**config.mk**
```make
export PLATFORM = sky130hd
export DESIGN_NAME = pcm_adpcm_sif
export DESIGN_NICKNAME = d
export VERILOG_FILES = /design/src/rtl/pcm_sif_pkg.sv /design/src/rtl/sif_sync.sv /design/src/rtl/sif_framer.sv /design/src/rtl/sif_tx.sv /design/src/rtl/sif_rx.sv /design/src/rtl/pcm_adpcm_sif.sv
export SDC_FILE = /design/constraint.sdc
export NUM_CORES = 1
export LEC_CHECK = 0
export BUFFER_PORTS_ARGS = -buffer_cell sky130_fd_sc_hd__buf_2
export CORE_MARGIN = 1
export CORE_UTILIZATION = 50
export CTS_CLUSTER_DIAMETER = 50
export DETAILED_ROUTE_END_ITERATION = 6
export MAX_ROUTING_LAYER = met4
export PLACE_DENSITY = 0.8
export SYNTH_ARGS = -nofsm -noshare
export SYNTH_HDL_FRONTEND = slang
export SYNTH_SLANG_ARGS = --single-unit
export TNS_END_PERCENT = 5
```
**constraint.sdc**
```tcl
create_clock -name clk -period 3.55 [get_ports clk]
set_input_delay 0.1775 -clock clk [delete_from_list [all_inputs] [get_ports clk]]
set_output_delay 0.1775 -clock clk [all_outputs]
set_load 0.02 [all_outputs]
```
**src/rtl/pcm_sif_pkg.sv**
```systemverilog
package pcm_sif_pkg;

  // Default geometry of the voice channel.
  localparam int PCM_BITS   = 8;
  localparam int ADP_BITS   = 4;
  localparam int SYNC_DEPTH = 2;

  // Indices into the vector of synchronized serial pins.
  localparam int PIN_BCLK  = 4;
  localparam int PIN_TXS   = 3;
  localparam int PIN_RXS   = 2;
  localparam int PIN_RPCM  = 1;
  localparam int PIN_RADP  = 0;
  localparam int PIN_COUNT = 5;

  // Events derived from the bit clock.
  typedef struct packed {
    logic rise;
    logic fall;
  } bclk_evt_t;

endpackage

```
**src/rtl/sif_sync.sv**
```systemverilog
module sif_sync #(
  parameter int W      = 5,
  parameter int STAGES = 2
) (
  input  logic         clk,
  input  logic         rst,
  input  logic [W-1:0] d,
  output logic [W-1:0] q
);

  logic [W-1:0] stage [STAGES];

  for (genvar i = 0; i < STAGES; i++) begin : g_stage
    if (i == 0) begin : g_first
      always_ff @(posedge clk) begin
        if (rst) stage[i] <= '0;
        else     stage[i] <= d;
      end
    end else begin : g_next
      always_ff @(posedge clk) begin
        if (rst) stage[i] <= '0;
        else     stage[i] <= stage[i-1];
      end
    end
  end

  assign q = stage[STAGES-1];

endmodule

```
**src/rtl/sif_framer.sv**
```systemverilog
module sif_framer (
  input  logic clk,
  input  logic rst,
  input  logic rise,
  input  logic sync,
  output logic start
);

  // Sync level seen at the previous rising bit-clock edge.
  logic sync_at_rise;

  always_ff @(posedge clk) begin
    if (rst)       sync_at_rise <= 1'b0;
    else if (rise) sync_at_rise <= sync;
  end

  assign start = rise & sync & ~sync_at_rise;

endmodule

```
**src/rtl/sif_tx.sv**
```systemverilog
module sif_tx #(
  parameter int W          = 8,
  parameter bit OPEN_DRAIN = 1'b0
) (
  input  logic         clk,
  input  logic         rst,
  input  logic         rise,
  input  logic         start,
  input  logic         quiet,
  input  logic [W-1:0] word,
  output logic         pad_o,
  output logic         pad_oe
);

  localparam int CW = $clog2(W + 1);

  logic [W-1:0]  shreg;
  logic [CW-1:0] left;
  logic          active;
  logic          cur_bit;
  logic          drive;

  always_ff @(posedge clk) begin
    if (rst) begin
      shreg  <= '0;
      left   <= '0;
      active <= 1'b0;
    end else if (start) begin
      shreg  <= word;
      left   <= CW'(W);
      active <= 1'b1;
    end else if (rise && active) begin
      shreg <= shreg << 1;
      left  <= left - 1'b1;
      if (left == CW'(1)) active <= 1'b0;
    end
  end

  assign cur_bit = shreg[W-1];
  assign drive   = active & ~quiet;

  if (OPEN_DRAIN) begin : g_od
    always_ff @(posedge clk) begin
      if (rst) begin
        pad_o  <= 1'b1;
        pad_oe <= 1'b0;
      end else begin
        pad_o  <= drive ? cur_bit : 1'b1;
        pad_oe <= drive & ~cur_bit;
      end
    end
  end else begin : g_pp
    always_ff @(posedge clk) begin
      if (rst) begin
        pad_o  <= 1'b1;
        pad_oe <= 1'b0;
      end else begin
        pad_o  <= drive ? cur_bit : 1'b1;
        pad_oe <= drive;
      end
    end
  end

endmodule

```
**src/rtl/sif_rx.sv**
```systemverilog
module sif_rx #(
  parameter int W = 8
) (
  input  logic         clk,
  input  logic         rst,
  input  logic         start,
  input  logic         fall,
  input  logic         din,
  output logic [W-1:0] word_o,
  output logic         done_o
);

  localparam int CW = $clog2(W + 1);

  logic [W-1:0]  shreg;
  logic [CW-1:0] left;

  always_ff @(posedge clk) begin
    if (rst) begin
      shreg  <= '0;
      left   <= '0;
      word_o <= '0;
      done_o <= 1'b0;
    end else begin
      done_o <= 1'b0;
      if (start) begin
        left <= CW'(W);
      end else if (fall && left != '0) begin
        shreg <= {shreg[W-2:0], din};
        left  <= left - 1'b1;
        if (left == CW'(1)) begin
          word_o <= {shreg[W-2:0], din};
          done_o <= 1'b1;
        end
      end
    end
  end

endmodule

```
**src/rtl/pcm_adpcm_sif.sv**
```systemverilog
module pcm_adpcm_sif
  import pcm_sif_pkg::*;
#(
  parameter int PCM_W       = PCM_BITS,
  parameter int ADP_W       = ADP_BITS,
  parameter int SYNC_STAGES = SYNC_DEPTH
) (
  input  logic             clk,
  input  logic             rst,
  input  logic             bclk_i,
  input  logic             tx_sync_i,
  input  logic             rx_sync_i,
  input  logic             pwr_down_i,
  input  logic             tx_load_i,
  input  logic [PCM_W-1:0] tx_pcm_i,
  input  logic [ADP_W-1:0] tx_adp_i,
  output logic             tx_pcm_o,
  output logic             tx_pcm_oe,
  output logic             tx_adp_o,
  output logic             tx_adp_oe,
  input  logic             rx_pcm_i,
  input  logic             rx_adp_i,
  output logic [PCM_W-1:0] rx_pcm_o,
  output logic [ADP_W-1:0] rx_adp_o,
  output logic             rx_valid_o
);

  logic [PIN_COUNT-1:0] pins_s;
  logic                 bclk_prev;
  bclk_evt_t            evt;
  logic                 tx_start;
  logic                 rx_start;
  logic [PCM_W-1:0]     hold_pcm;
  logic [ADP_W-1:0]     hold_adp;
  logic [PCM_W-1:0]     rx_pcm_word;
  logic [ADP_W-1:0]     rx_adp_word;
  logic                 rx_pcm_done;
  logic                 rx_adp_done;
  logic                 adp_fresh;

  sif_sync #(.W(PIN_COUNT), .STAGES(SYNC_STAGES)) i_sync (
    .clk (clk),
    .rst (rst),
    .d   ({bclk_i, tx_sync_i, rx_sync_i, rx_pcm_i, rx_adp_i}),
    .q   (pins_s)
  );

  always_ff @(posedge clk) begin
    if (rst) bclk_prev <= 1'b0;
    else     bclk_prev <= pins_s[PIN_BCLK];
  end

  assign evt.rise = pins_s[PIN_BCLK] & ~bclk_prev;
  assign evt.fall = ~pins_s[PIN_BCLK] & bclk_prev;

  sif_framer i_tx_framer (
    .clk   (clk),
    .rst   (rst),
    .rise  (evt.rise),
    .sync  (pins_s[PIN_TXS]),
    .start (tx_start)
  );

  sif_framer i_rx_framer (
    .clk   (clk),
    .rst   (rst),
    .rise  (evt.rise),
    .sync  (pins_s[PIN_RXS]),
    .start (rx_start)
  );

  // Transmit holding registers written by the core.
  always_ff @(posedge clk) begin
    if (rst) begin
      hold_pcm <= '0;
      hold_adp <= '0;
    end else if (tx_load_i) begin
      hold_pcm <= tx_pcm_i;
      hold_adp <= tx_adp_i;
    end
  end

  sif_tx #(.W(PCM_W), .OPEN_DRAIN(1'b0)) i_tx_pcm (
    .clk    (clk),
    .rst    (rst),
    .rise   (evt.rise),
    .start  (tx_start),
    .quiet  (1'b0),
    .word   (hold_pcm),
    .pad_o  (tx_pcm_o),
    .pad_oe (tx_pcm_oe)
  );

  sif_tx #(.W(ADP_W), .OPEN_DRAIN(1'b1)) i_tx_adp (
    .clk    (clk),
    .rst    (rst),
    .rise   (evt.rise),
    .start  (tx_start),
    .quiet  (pwr_down_i),
    .word   (hold_adp),
    .pad_o  (tx_adp_o),
    .pad_oe (tx_adp_oe)
  );

  sif_rx #(.W(PCM_W)) i_rx_pcm (
    .clk    (clk),
    .rst    (rst),
    .start  (rx_start),
    .fall   (evt.fall),
    .din    (pins_s[PIN_RPCM]),
    .word_o (rx_pcm_word),
    .done_o (rx_pcm_done)
  );

  sif_rx #(.W(ADP_W)) i_rx_adp (
    .clk    (clk),
    .rst    (rst),
    .start  (rx_start),
    .fall   (evt.fall),
    .din    (pins_s[PIN_RADP]),
    .word_o (rx_adp_word),
    .done_o (rx_adp_done)
  );

  // The code must belong to the frame whose PCM word completes now.
  always_ff @(posedge clk) begin
    if (rst)              adp_fresh <= 1'b0;
    else if (rx_start)    adp_fresh <= 1'b0;
    else if (rx_adp_done) adp_fresh <= 1'b1;
  end

  always_ff @(posedge clk) begin
    if (rst) begin
      rx_pcm_o   <= '0;
      rx_adp_o   <= '0;
      rx_valid_o <= 1'b0;
    end else begin
      rx_valid_o <= rx_pcm_done & adp_fresh;
      if (rx_pcm_done && adp_fresh) begin
        rx_pcm_o <= rx_pcm_word;
        rx_adp_o <= rx_adp_word;
      end
    end
  end

endmodule

```
==> impl_summary.txt <==
----------------------------------------------------
[Outcome]
  Outcome ... finished, final reports clean

[Route]
  First-pass iteration count of the detailed router ... 4
  Antenna violation net count after detailed routing ... 0
  Aggregate routed wire length ... between 6000 and 7000 um
  Total vias in the final route ... roughly 2.6k
  Wirelength per Cell ... 12.2 um
  DRC viols ... 0
  Post-detailed-route via-to-cell ratio ... ~5.2
  Number of DRC markers after the initial detailed-route iteration ... ~180

[Clock network]
  Source-to-sink clock delay at the later pin of the worst-skew pair ... 0.36 ns
  Reg clk slew, reported paths ... approximately 0.09 ns
  CTS HTree Levels ... 3
  TritonCTS clock tree ... built
  Maximum clock insertion buffer count ... 2
  Clock root buffer master ... sky130_fd_sc_hd__clkbuf_8
  Number of clock sinks ... 95
  Total clock buffers created by CTS ... 9

[Synth]
  Average instance area after synthesis ... 9.51 um^2
  Adder and majority gate portion of the synthesized area ... between 3 and 4%
  Combinational family with the most area after synthesis ... simple AND/OR/NAND/NOR gates
  Total number of yosys warnings ... 0
  Simple-gate share of the synthesized area ... 18.0%
  Share of cell area taken by muxes after synthesis ... under 10%
  Fraction of synthesized cell area in xor and xnor cells ... less than 1%
  Number of distinct standard cells referenced by the synthesized netlist ... 38
  Share of the synthesized area in compound gates (AO/OA/AOI/OAI) ... about 14%
  Ys flop type ... sky130_fd_sc_hd__dfxtp_1
  Number of enable flip-flop cells after synthesis ... 0
  Ys async rst share ... 0%
  Synth Instances ... 383
  Net count after synthesis ... slightly above 400
  Synthesis-stage register bit count ... between 90 and 100
  Post-synthesis instance area ... approximately 0.0036 mm^2
  Share of synthesized area occupied by flip-flops and latches ... about 52%

[STA]
  Worst clock skew ... 0.00884 ns
  Number of pins with negative max-slew slack in the final report ... 0
  Final setup violating endpoints ... 0
  Max-slew headroom ... a little under half
  Share of the clock period used by the worst path after layout ... between 50% and 60%
  RSZ-0062 raised after global routing ... no
  Highest achievable clock rate ... 541 MHz
  Final-layout setup total negative slack ... 0 ns
  Least-Margin Pin Slew ... between 0.8 and 0.9 ns
  Final-report hold violation count ... 0
  Post-layout min period ... about 1.8 ns

[Flow run]
  # Max-Cap Violations ... 0

[Setup path]
  Arrival time reported for the critical path endpoint ... between 2 and 2.5 ns
  Kind of end point of the critical path ... register
  Startpoint class of the critical path ... register
  Required arrival time at the worst endpoint ... ~3.8 ns
  Class of the most critical setup path ... register to register
  CP Max Fanout ... 9

[Final layout]
  Commonest cells after routing, fill and taps aside ... 95 x sky130_fd_sc_hd__dfxtp_1, 42 x sky130_fd_sc_hd__a21oi_1, 37 x sky130_fd_sc_hd__buf_2
  Fill cell count ... 608
  Most common cell after layout, fill and taps aside ... sky130_fd_sc_hd__dfxtp_1
  Final #Nets ... 439
  Share of post-route cells with drive strength above 1 ... roughly 14%
  Synth-to-layout area growth ... 12.0%
  Diodes inserted ... 0

[Die]
  Standard cell core area ... around 0.0069 mm^2
  Die width ... ~87 um
  Height of the die ... roughly 87 um
  I/O pin count ... 38
  Die outline area ... 0.00763 mm^2
  Initial Utilization ... 52.7%
  Count of standard-cell rows ... 30

[Power and ir drop]
  Largest voltage drop on the vdd net ... 201 uV
  Total Power Consumption ... 1.95 mW
  Cell leakage power ... 1.59 nW
  Power density of the placed cells ... between 400 and 500 mW/mm^2

[GRT]
  First-pass GRT wire length ... ~11,000 um
  Total GRT Usage ... a little under a fifth
  Remaining Overflow, GRT ... 0
  Initial antenna violation count ... 0
  Via count of the first global-routing pass ... around 2.3k
  Pin count of the biggest net entering global routing ... 38

[Placed design]
  Count of port buffers added during placement ... 37
  RePlAce Congestion ... about 0.76
  DP Wirelength ... around 4200 um

[Hold path]
  Hold Crit Class ... input port to register

----------------------------------------------------
metrics by stage:
| step | hold WS [ns] | area (um^2) | cells | worst slack (ns) | utilization [%] |
|---|---|---|---|---|---|
| 5_1_grt | 0.0139 | 4080 | 509 | 1.46 | 59.1 |
| 3_3_place_gp | 0.360 | 3840 | 492 | 1.84 | 55.6 |
| 3_5_place_dp | 0.369 | 3840 | 492 | 1.73 | 55.6 |
| 4_1_cts | 0.00947 | 4080 | 509 | 1.71 | 59.1 |
| 2_1_floorplan | 0.254 | 3640 | 383 | 1.94 | - |
| 6_report | 0.0179 | 4080 | 509 | 1.70 | 59.1 |
synth_stat cells, types with 4 or more instances:
cell type | count | area (um^2)
sky130_fd_sc_hd__buf_2 | 10 | 50.1
sky130_fd_sc_hd__nand2b_1 | 4 | 25.0
sky130_fd_sc_hd__clkbuf_1 | 12 | 45.0
sky130_fd_sc_hd__mux2i_1 | 24 | 240
sky130_fd_sc_hd__inv_1 | 12 | 45.0
sky130_fd_sc_hd__nand3_1 | 21 | 105
sky130_fd_sc_hd__o2bb2ai_1 | 12 | 105
sky130_fd_sc_hd__nand3b_1 | 6 | 45.0
sky130_fd_sc_hd__nor2_1 | 22 | 82.6
sky130_fd_sc_hd__nor3_1 | 4 | 20.0
sky130_fd_sc_hd__nor2b_1 | 14 | 87.6
sky130_fd_sc_hd__dfxtp_1 | 95 | 1900
sky130_fd_sc_hd__ha_1 | 10 | 125
sky130_fd_sc_hd__nand2_1 | 32 | 120
sky130_fd_sc_hd__o21ai_0 | 27 | 135
sky130_fd_sc_hd__a21oi_1 | 42 | 210
cells by family (layout without fill, tap and decap cells):
family / after synthesis / count (layout)
and+or+nand+nor: 122 / 122
xor gates and xnor gates: 4 / 4
buffers and inverters: 38 / 68
AOI/OAI and AO/OA: 90 / 90
muxes: 24 / 24
adders and majority gates: 10 / 10
DFF: 95 / 95
registers in the layout, indices dropped and copies added, names as in the netlist, 3 cells and up:
| register | flops |
|---|---|
| hold_adp | 4 |
| i_tx_pcm.left | 4 |
| i_rx_pcm.left | 4 |
| i_rx_adp.word_o | 4 |
| i_tx_adp.shreg | 4 |
| rx_pcm_o | 8 |
| i_tx_pcm.shreg | 8 |
| i_sync.stage | 10 |
| hold_pcm | 8 |
| rx_adp_o | 4 |
| i_tx_adp.left | 3 |
| i_rx_pcm.shreg | 7 |
| i_rx_adp.shreg | 3 |
| i_rx_adp.left | 3 |
| i_rx_pcm.word_o | 8 |
per-layer routing:
metal / global-route usage, % / wire length (um)
met1: 23.8 / 3120
met2: 27.4 / 2830
met3: 5.97 / 230
met4: 6.26 / 55
met5: - / 0
final timing paths:
kind                                    end  cells past startpoint  slack (ns)                          start
max          i_rx_pcm.shreg[1]$_SDFFE_PP0P_                      5        1.70  i_rx_pcm.left[0]$_SDFFE_PP0P_
min           i_sync.stage[0][0]$_SDFF_PP0_                      2        0.02                       rx_adp_i
max reg2reg  i_rx_pcm.shreg[1]$_SDFFE_PP0P_                      5        1.70  i_rx_pcm.left[0]$_SDFFE_PP0P_
min reg2reg   i_sync.stage[1][2]$_SDFF_PP0_                      1        0.44  i_sync.stage[0][2]$_SDFF_PP0_
area by class of cell:
type                            instances  area (um^2)  area share [%]
Sequential cell                        95         1900            46.6
Multi-Input combinational cell        250         1570            38.5
Timing Repair Buffer                   40          210            5.15
Clock buffer                           10          138            3.37
Tap cell                               96          120            2.94
Clock inverter                          6         92.6            2.27
Inverter                               12         45.0            1.10
worst max-delay path, cell delays in order, from the launching register on:
cell and delay, ns:
sky130_fd_sc_hd__dfxtp_1 0.35, sky130_fd_sc_hd__inv_1 0.11, sky130_fd_sc_hd__ha_1 0.25, sky130_fd_sc_hd__nor3b_1 0.69
sky130_fd_sc_hd__o21ai_0 0.18, sky130_fd_sc_hd__a21oi_1 0.19
what timing repair did:
action	4_1_cts	5_1_grt
hold buffers	1	0
resized for setup	0	0
buffers inserted	0	0
hold endpoints to repair	1	0
where the power goes:
group          internal (mW)  total, mW  switching [mW]
Combinational         0.0250     0.0616          0.0365
Sequential              1.08       1.09         0.00964
Clock                  0.421      0.799           0.378
Total                   1.53       1.95           0.425
(Power assumes the default switching activity.)
